==> src/rtl/hwpk_pkg.sv <==
`timescale 1ns/1ps
package hwpk_pkg;
  localparam int WORD_W = 32;
  localparam int HALF_W = WORD_W / 2;
  localparam int BYTE_W = 8;
  localparam int LANES  = WORD_W / HALF_W;
  localparam int WCODE_W = $clog2(HALF_W);
  localparam int SHIFT_W = $clog2(WORD_W);

  typedef enum logic [3:0] {
    OPC_SAT_S  = 4'd0,
    OPC_SAT_U  = 4'd1,
    OPC_EXT_S  = 4'd2,
    OPC_EXT_U  = 4'd3,
    OPC_EXTA_S = 4'd4,
    OPC_EXTA_U = 4'd5,
    OPC_PK_LO  = 4'd6,
    OPC_PK_HI  = 4'd7
  } hwpk_op_e;

  typedef struct packed {
    logic              clip;
    logic [HALF_W-1:0] val;
  } sat_res_t;

  // Clamp one signed halfword; signed range is -2^w..2^w-1, unsigned 0..2^w-1.
  function automatic sat_res_t sat_half(input logic [HALF_W-1:0] x,
                                        input logic [WCODE_W-1:0] wc,
                                        input logic sgn);
    sat_res_t s;
    int v, hi, lo;
    v  = int'(signed'(x));
    hi = (1 << wc) - 1;
    lo = sgn ? -(1 << wc) : 0;
    s.clip = 1'b0;
    if (v > hi) begin
      v = hi;
      s.clip = 1'b1;
    end else if (v < lo) begin
      v = lo;
      s.clip = 1'b1;
    end
    s.val = v[HALF_W-1:0];
    return s;
  endfunction

  // Rotate right by whole bytes, widen bytes 0 and 2, optionally add lane-wise.
  function automatic logic [WORD_W-1:0] ext_pair(input logic [WORD_W-1:0] src,
                                                 input logic [1:0] rot,
                                                 input logic sgn,
                                                 input logic [WORD_W-1:0] addend,
                                                 input logic add);
    logic [2*WORD_W-1:0] dbl;
    logic [WORD_W-1:0]   r;
    logic [HALF_W-1:0]   lo, hi;
    dbl = {src, src};
    r   = dbl[{rot, 3'b000} +: WORD_W];
    lo  = sgn ? {{(HALF_W-BYTE_W){r[BYTE_W-1]}}, r[BYTE_W-1:0]}
              : {{(HALF_W-BYTE_W){1'b0}}, r[BYTE_W-1:0]};
    hi  = sgn ? {{(HALF_W-BYTE_W){r[HALF_W+BYTE_W-1]}}, r[HALF_W +: BYTE_W]}
              : {{(HALF_W-BYTE_W){1'b0}}, r[HALF_W +: BYTE_W]};
    if (add) begin
      lo = lo + addend[HALF_W-1:0];
      hi = hi + addend[WORD_W-1:HALF_W];
    end
    return {hi, lo};
  endfunction

  // Keep one half of a, fill the other from shifted b.
  function automatic logic [WORD_W-1:0] pack_pair(input logic [WORD_W-1:0] a,
                                                  input logic [WORD_W-1:0] b,
                                                  input logic [SHIFT_W-1:0] sh,
                                                  input logic keep_top);
    logic [WORD_W-1:0]        sl;
    logic signed [WORD_W-1:0] sr;
    sl = b << sh;
    sr = $signed(b) >>> sh;
    return keep_top ? {a[WORD_W-1:HALF_W], sr[HALF_W-1:0]}
                    : {sl[WORD_W-1:HALF_W], a[HALF_W-1:0]};
  endfunction
endpackage

==> src/rtl/hwpk_lane_sat.sv <==
`timescale 1ns/1ps
module hwpk_lane_sat
  import hwpk_pkg::*;
(
  input  logic [HALF_W-1:0]  lane_in,
  input  logic [WCODE_W-1:0] wcode,
  input  logic               is_signed,
  output logic [HALF_W-1:0]  lane_out,
  output logic               clip
);
  sat_res_t s;

  always_comb begin
    s        = sat_half(lane_in, wcode, is_signed);
    lane_out = s.val;
    clip     = s.clip;
  end

  logic [HALF_W-1:0] upper_u;
  logic [HALF_W-1:0] upper_s;
  always_comb begin
    upper_u = lane_out >> wcode;
    upper_s = $signed(lane_out) >>> wcode;
  end

  always_comb begin

    unclipped_passes_chk: assert (clip || (lane_out == lane_in));

    if (!is_signed) begin
      urange_fit_chk: assert (upper_u == '0);
    end

    if (is_signed) begin
      srange_fit_chk: assert ((upper_s == '0) || (upper_s == '1));
    end
  end
endmodule

==> src/rtl/hwpk_byte_ext.sv <==
`timescale 1ns/1ps
module hwpk_byte_ext
  import hwpk_pkg::*;
(
  input  logic [WORD_W-1:0] src,
  input  logic [WORD_W-1:0] addend,
  input  logic [1:0]        rot,
  input  logic              sign_ext,
  input  logic              add_en,
  output logic [WORD_W-1:0] ext_out
);
  always_comb ext_out = ext_pair(src, rot, sign_ext, addend, add_en);

  always_comb begin
    if (!add_en && !sign_ext) begin

      zext_upper_chk: assert ((ext_out[HALF_W-1:BYTE_W] == '0) &&
                              (ext_out[WORD_W-1:HALF_W+BYTE_W] == '0));
    end
    if (!add_en && sign_ext) begin

      sext_upper_chk: assert ((ext_out[HALF_W-1:BYTE_W] == {(HALF_W-BYTE_W){ext_out[BYTE_W-1]}}) &&
                              (ext_out[WORD_W-1:HALF_W+BYTE_W] ==
                               {(HALF_W-BYTE_W){ext_out[HALF_W+BYTE_W-1]}}));
    end
  end
endmodule

==> src/rtl/hwpk_half_pack.sv <==
`timescale 1ns/1ps
module hwpk_half_pack
  import hwpk_pkg::*;
(
  input  logic [WORD_W-1:0]  a,
  input  logic [WORD_W-1:0]  b,
  input  logic [SHIFT_W-1:0] sh,
  input  logic               keep_top,
  output logic [WORD_W-1:0]  packed_out
);
  always_comb packed_out = pack_pair(a, b, sh, keep_top);

  always_comb begin

    if (!keep_top) begin
      keep_low_chk: assert (packed_out[HALF_W-1:0] == a[HALF_W-1:0]);
    end

    if (keep_top) begin
      keep_high_chk: assert (packed_out[WORD_W-1:HALF_W] == a[WORD_W-1:HALF_W]);
    end
  end
endmodule

==> src/rtl/hwpk_unit.sv <==
`timescale 1ns/1ps
module hwpk_unit
  import hwpk_pkg::*;
(
  input  logic [3:0]  op_sel,
  input  logic [31:0] opnd_a,
  input  logic [31:0] opnd_b,
  input  logic [1:0]  byte_rot,
  input  logic [4:0]  amt,
  output logic [31:0] result,
  output logic [1:0]  lane_clip
);
  logic               sat_signed;
  logic               is_sat_op;
  logic               ext_sgn;
  logic               ext_add;
  logic               pk_top;
  logic [WORD_W-1:0]  sat_word;
  logic [LANES-1:0]   sat_clip;
  logic [WORD_W-1:0]  ext_word;
  logic [WORD_W-1:0]  pack_word;

  always_comb begin
    sat_signed = (op_sel == OPC_SAT_S);
    is_sat_op  = (op_sel == OPC_SAT_S) || (op_sel == OPC_SAT_U);
    ext_sgn    = (op_sel == OPC_EXT_S) || (op_sel == OPC_EXTA_S);
    ext_add    = (op_sel == OPC_EXTA_S) || (op_sel == OPC_EXTA_U);
    pk_top     = (op_sel == OPC_PK_HI);
  end

  for (genvar g = 0; g < LANES; g++) begin : g_lane
    hwpk_lane_sat u_sat (
      .lane_in  (opnd_a[g*HALF_W +: HALF_W]),
      .wcode    (amt[WCODE_W-1:0]),
      .is_signed(sat_signed),
      .lane_out (sat_word[g*HALF_W +: HALF_W]),
      .clip     (sat_clip[g])
    );
  end

  hwpk_byte_ext u_ext (
    .src     (opnd_b),
    .addend  (opnd_a),
    .rot     (byte_rot),
    .sign_ext(ext_sgn),
    .add_en  (ext_add),
    .ext_out (ext_word)
  );

  hwpk_half_pack u_pack (
    .a         (opnd_a),
    .b         (opnd_b),
    .sh        (amt[SHIFT_W-1:0]),
    .keep_top  (pk_top),
    .packed_out(pack_word)
  );

  always_comb begin
    result    = '0;
    lane_clip = '0;
    case (op_sel)
      OPC_SAT_S, OPC_SAT_U: begin
        result    = sat_word;
        lane_clip = sat_clip;
      end
      OPC_EXT_S, OPC_EXT_U, OPC_EXTA_S, OPC_EXTA_U: result = ext_word;
      OPC_PK_LO, OPC_PK_HI: result = pack_word;
      default: begin
        result    = '0;
        lane_clip = '0;
      end
    endcase
  end

  always_comb begin

    if (!is_sat_op) begin
      flag_quiet_chk: assert (lane_clip == '0);
    end

    if (op_sel[3]) begin
      unused_zero_chk: assert ((result == '0) && (lane_clip == '0));
    end
  end
endmodule

==> config.mk <==
export PLATFORM = sky130hd
export DESIGN_NAME = hwpk_unit
export DESIGN_NICKNAME = d
export VERILOG_FILES = /design/src/rtl/hwpk_pkg.sv /design/src/rtl/hwpk_lane_sat.sv /design/src/rtl/hwpk_byte_ext.sv /design/src/rtl/hwpk_half_pack.sv /design/src/rtl/hwpk_unit.sv
export SDC_FILE = /design/constraint.sdc
export NUM_CORES = 1
export LEC_CHECK = 0
export ABC_AREA = 1
export BUFFER_PORTS_ARGS = -buffer_cell sky130_fd_sc_hd__buf_2
export CORE_ASPECT_RATIO = 0.7
export CORE_MARGIN = 2
export CORE_UTILIZATION = 63
export DETAILED_ROUTE_END_ITERATION = 7
export PLACE_DENSITY = 0.84
export SETUP_SLACK_MARGIN = 0.4
export SLEW_MARGIN = 20
export SYNTH_ARGS = -nofsm -noshare
export SYNTH_HDL_FRONTEND = slang
export SYNTH_SLANG_ARGS = --single-unit
==> constraint.sdc <==
create_clock -name vclk -period 5.45
set_input_delay 0.2725 -clock vclk [all_inputs]
set_output_delay 0.2725 -clock vclk [all_outputs]
set_load 0.1 [all_outputs]
Word-level counts from Yosys, hierarchy flattened
Index checks and enable logic that the tools add are counted.
- order comparisons: 4
- div/mod/pow operators: 0
- equality and inequality tests: 7
- shift operators: 4
- reductions and logical operators: 6
- add/sub/neg operators: 4
- multiplexer cells: 16
- bitwise logic cells: 0
- multipliers: 0
- operators with widths (kind ; count):
    two-way mux 16 bit ; 8
    case mux 32 bit (3 select lines) ; 1
    greater-than comparator 16 x 32 -> 1 bit ; 2
    < comparator 16 x 32 -> 1 bit ; 2
    two-way mux 32 bit ; 2
    variable part select 64 x 6 -> 24 bit ; 1
    adder 16 bit ; 2
    negation 32 bit ; 1
    left shift 1 x 4 -> 32 bit, first input constant ; 1
    left shift 32 x 5 -> 32 bit ; 1
    >>> shifter 32 x 5 -> 16 bit ; 1
    subtractor 32 x 2 -> 32 bit, second input constant ; 1
    equality test 4 x 3 -> 1 bit, second input constant ; 4
    equality test 4 x 2 -> 1 bit, second input constant ; 2
    equality test 4 x 1 -> 1 bit, second input constant ; 1
    zero test 4 bit ; 1
    two-way mux 1 bit ; 4
    OR reduction 2 bit ; 2
    OR reduction 4 bit ; 1
    logical OR 1 bit ; 2
    two-way mux 2 bit ; 1
- input port bits: 75
- memories: 0
- bits in latches: 0
- output and inout bits: 34
- RAM bits: 0
- flip-flop bits (word level): 0
- ROM bits: 0

Depth between registers and ports, before layout
- word-level depth: 7
- depth in mapped cells: 30

Cells and area by module
From an unflattened synthesis, not the netlist that was laid out.
- cell total of the unflattened synthesis: 2193
- area, all modules: 11848.9 µm²
- modules (own cells, without submodules) (module ; instances ; area an instance (µm²) ; cells each):
    hwpk_half_pack ; 1 ; 3171.8 ; 674
    hwpk_lane_sat (g_lane[1].u_sat) ; 1 ; 2683.8 ; 428
    hwpk_lane_sat (g_lane[0].u_sat) ; 1 ; 2676.3 ; 433
    hwpk_byte_ext ; 1 ; 2262.2 ; 429
    hwpk_unit ; 1 ; 1054.8 ; 229

Worst setup path after synthesis
No wires, ideal clock.
- path kind: input to output
- from: input port amt[2]
- to: output port result[10]
- required time: 5.178 ns
- setup slack: 0.882 ns
- buffers on the path: 5
- stages: 26
- arrival time: 4.295 ns
- cells stage by stage: buf_2 inv_2 clkbuf_1 buf_1 nand4_1 ha_1 buf_1 inv_1 nor2_2 nand2_1 a21oi_1 nand2_1 xor2_1 ha_1 nand4_1 inv_1 a21oi_1 nand2_1 nand2_1 nand3_1 nand3_1 clkbuf_1 o21ai_0 inv_1 nand2_1 nand2_1
- word-level cells in the longest chain between the ends: 7
- RTL lines (what ; RTL line ; text):
    start, declared ; hwpk_unit.sv:9 ; input logic [4:0] amt,
    left shift 1 x 4 -> 32 bit ; hwpk_pkg.sv:33, hwpk_pkg.sv:34 ;
    negation 32 bit ; hwpk_pkg.sv:34 ; lo = sgn ? -(1 << wc) : 0;
    two-way mux 32 bit ; hwpk_pkg.sv:34 ;
    < comparator 16 x 32 -> 1 bit ; hwpk_pkg.sv:39 ; end else if (v < lo) begin
    two-way mux 16 bit ; hwpk_pkg.sv:39 ;
    two-way mux 16 bit ; hwpk_pkg.sv:36 ; if (v > hi) begin
    case mux 32 bit (3 select lines) (*) ; hwpk_unit.sv:61 ; case (op_sel)
    end, declared ; hwpk_unit.sv:10 ; output logic [31:0] result,
Mark *: on every way between the ends. The rest lies on a longest branch, timed or not.

Worst setup path after layout
- from: input port amt[3]
- to: output port result[4]
Same word-level chain as after synthesis.

==> summary by stage <==
Status
The run finished, with violations left. The checks that failed: design-rule violations.

Floorplan
The die is 154 um wide. The die outline area is 16700 um^2. For this configuration, the core starts out at a cell density of roughly 64%.

The vertical die dimension is between 100 and 150 um. The floorplan core area is around 15000 um^2. The number of primary I/O pins is 109. The count of standard-cell rows is 38.

Timing
The final critical delay including setup and external delays is 4.85 ns. In this run the tightest slew margin relative to its limit is 27.7%. Timing would allow up to 0.206 GHz. The hold violation count in the final report is 0. The final period utilization is 89.0%. The slew at the pin closest to its max-slew limit is 1.07 ns. The number of setup violations in the final report is 0. In the final timing run, aggregate negative setup slack is 0 ns. The final max-slew violation count was 0.

Setup repair after global routing left no endpoint under its margin.

Global routing
After global routing, the most crowded layer is met1. The pin count of the biggest net entering global routing is 65. For met3 alone, demand over resource in global routing was 16.9%. The total overflow left after global routing is 0. Global routing used about two thirds of the available met2 tracks. The number of global-route vias before repair was 11500.

The global routing met1 resource utilization is 68.3%. The aggregate global-route resource usage is about 47%. The number of antenna violations at the first check in global routing was 0.

The global-route wire length before repair is 63100 um.

Critical path
At the worst endpoint, the arrival time is 4.58 ns. The signal on the critical path passes through buf_2 -> buf_4 -> nor2_4 -> clkinvlp_4 -> nor2_4 -> inv_1 -> o21ai_0 -> ha_1 -> nand2_1 -> inv_1 -> nand4_1 -> a21oi_1 -> nor4_4 -> nand2_2 -> nand2_4 -> nand3_1 -> nand3_1 -> nand2_1 -> nand2_1 -> buf_2. Along the worst path, the maximum fanout reaches 32. In this design, the critical path's most frequently occurring cell is nand2_1. STA classifies the critical path startpoint as an input port. The worst setup path is of the input port to output port kind.

The worst setup path is captured at an output port. For this run, the slowest stage of the critical path takes roughly 0.44 ns. At the worst endpoint, the required time is 5.18 ns. The standard cell with the maximum stage delay on the critical path is buf_2.

Route
In this run the remaining antenna-violating nets after routing total 0. The total wire length is 41800 um. The overall via count from detail_route is 13400.

Dividing the detail-routed via count by the number of cells gives 6.41. In the final routed layout, each cell accounts on average for approximately 20 um. The detailed-route DRC error count is 28.

The first detailed-routing pass took 8 iterations. After the first detailed-routing iteration, the DRC count stood at 2210.

Power
The peak ir drop on the vdd network is roughly 0.13 mV. Dividing total power by cell area gives a power density of 125 nW/um^2. The analysis attributes to cell leakage a power of 5.80 nW.

Clock network
The number of gates given a new drive strength after cts is 0. The quantity of hold-fixing buffers added after cts is 0. The number of setup buffers added after CTS is 0.

Run
The tool flagged a number of max-cap violations equal to 0.

Yosys
The share of the Yosys chip area taken by registers is 0%. The netlist uses 54 different library cells. The post-synthesis instance total is 1838. The mapped netlist covers approximately 10000 um^2. The mean cell area of the mapped netlist is 5.38 um^2. Yosys printed 0 warnings.

Cells and area
The multi-input gate area in the final layout is 8710 um^2. The top cell types in the final layout, fill and taps aside, are nand2_1, inv_1, o21ai_0, a21oi_1, ha_1. The number of fill cells is roughly 1500. The layout cell share with drive strength beyond 1 is 8.98%.

After the flow finishes, the layout carries non-filler instances totaling 2093. Compared with the post-synthesis result, the final layout area differs by 8.73%. In the final design database the tool counted 2128 nets. There are 0 flip-flops and latches. The area of all sequential standard cells is 0 um^2. The number of clock buffer instances in the layout is 0. Leaving out fill and tap cells, the most frequent cell in the layout is nand2_1. The final antenna diode count is 0.

Place
Input and output buffers added on the ports amount to 109. The sum of net half-perimeters after detailed placement is 33900 um. The final estimated routing congestion in global placement is 1.10. After detailed placement, the design holds a cell count of 2093.

Worst hold path
The worst hold path belongs to the class input port to output port.
power by group:
part,internal (mW),switching [mW]
combinational,0.381,0.957
clock,0,0
sequential,0,0
total,0.381,0.957
cell families (layout without fill, tap and decap cells):
group / after synthesis / count (layout) / share of synthesized area [%]
simple gates: 847 / 847 / 37.0
compound gates: 483 / 483 / 27.1
buf+inv: 316 / 358 / 12.6
fa+ha+maj: 158 / 158 / 20.2
xor+xnor: 21 / 21 / 1.86
mux: 12 / 12 / 1.22
other cells: 1 / 14 / 0.0380
cell type report:
cell class / instances / share of cell area, %
inverter: 233 / 8.18
timing repair buffer: 125 / 8.42
multi-input combinational: 1535 / 81.1
tap: 200 / 2.33
critical path, delay by kind of cell:
family / cells / cell delay, ns
adder cells (fa/ha/maj): 1 / 0.31
AO/OA/AOI/OAI: 2 / 0.53
AND/OR/NAND/NOR: 11 / 1.94
buffers and inverters: 6 / 1.49
metal layers:
layer	vias up	share of wire [%]
met3	146	19
met5	-	0
li1	6312	-
met1	5892	41
met4	0	3.1
met2	1076	38
synthesized netlist by cell type, types with 7 or more instances:
cell type  instances  share of area [%]
a211oi_1           8               0.61
a21oi_1          171                8.7
a31oi_1           10               0.63
buf_1             15               0.57
buf_2             18               0.91
clkbuf_1          45                1.7
ha_1             156                 20
inv_1            222                8.4
mux2i_1           12                1.2
nand2_1          509                 19
nand3_1          145                7.3
nand4_1           22                1.4
nor2_1           108                4.1
nor3_1            18               0.91
o211ai_1          18                1.4
o21a_1            11               0.84
o21ai_0          206                 10
o21bai_1           7               0.53
o22ai_1           11               0.70
xor2_1            17                1.5
stage by stage:
stage          setup slack (ns)  total power, mW  hold slack (ns)  instance area [um^2]  util [%]
6_report                  0.602             1.34             1.26                 10700      69.7
3_5_place_dp              0.619             1.27             1.20                 10700      69.4
5_1_grt                   0.385             1.42             1.27                 10700      69.7
4_1_cts                   0.617             1.27             1.21                 10700      69.4
3_3_place_gp              0.659             1.25             1.22                 10700      69.4
2_1_floorplan             0.882            0.894             1.20                  9930         -
final timing paths:
kind,startpoint,endpoint,cells after the start
setup / recovery,amt[3],result[4],20
hold / removal,opnd_a[16],result[16],6
Note: power is estimated with default switching activity, not from simulation.
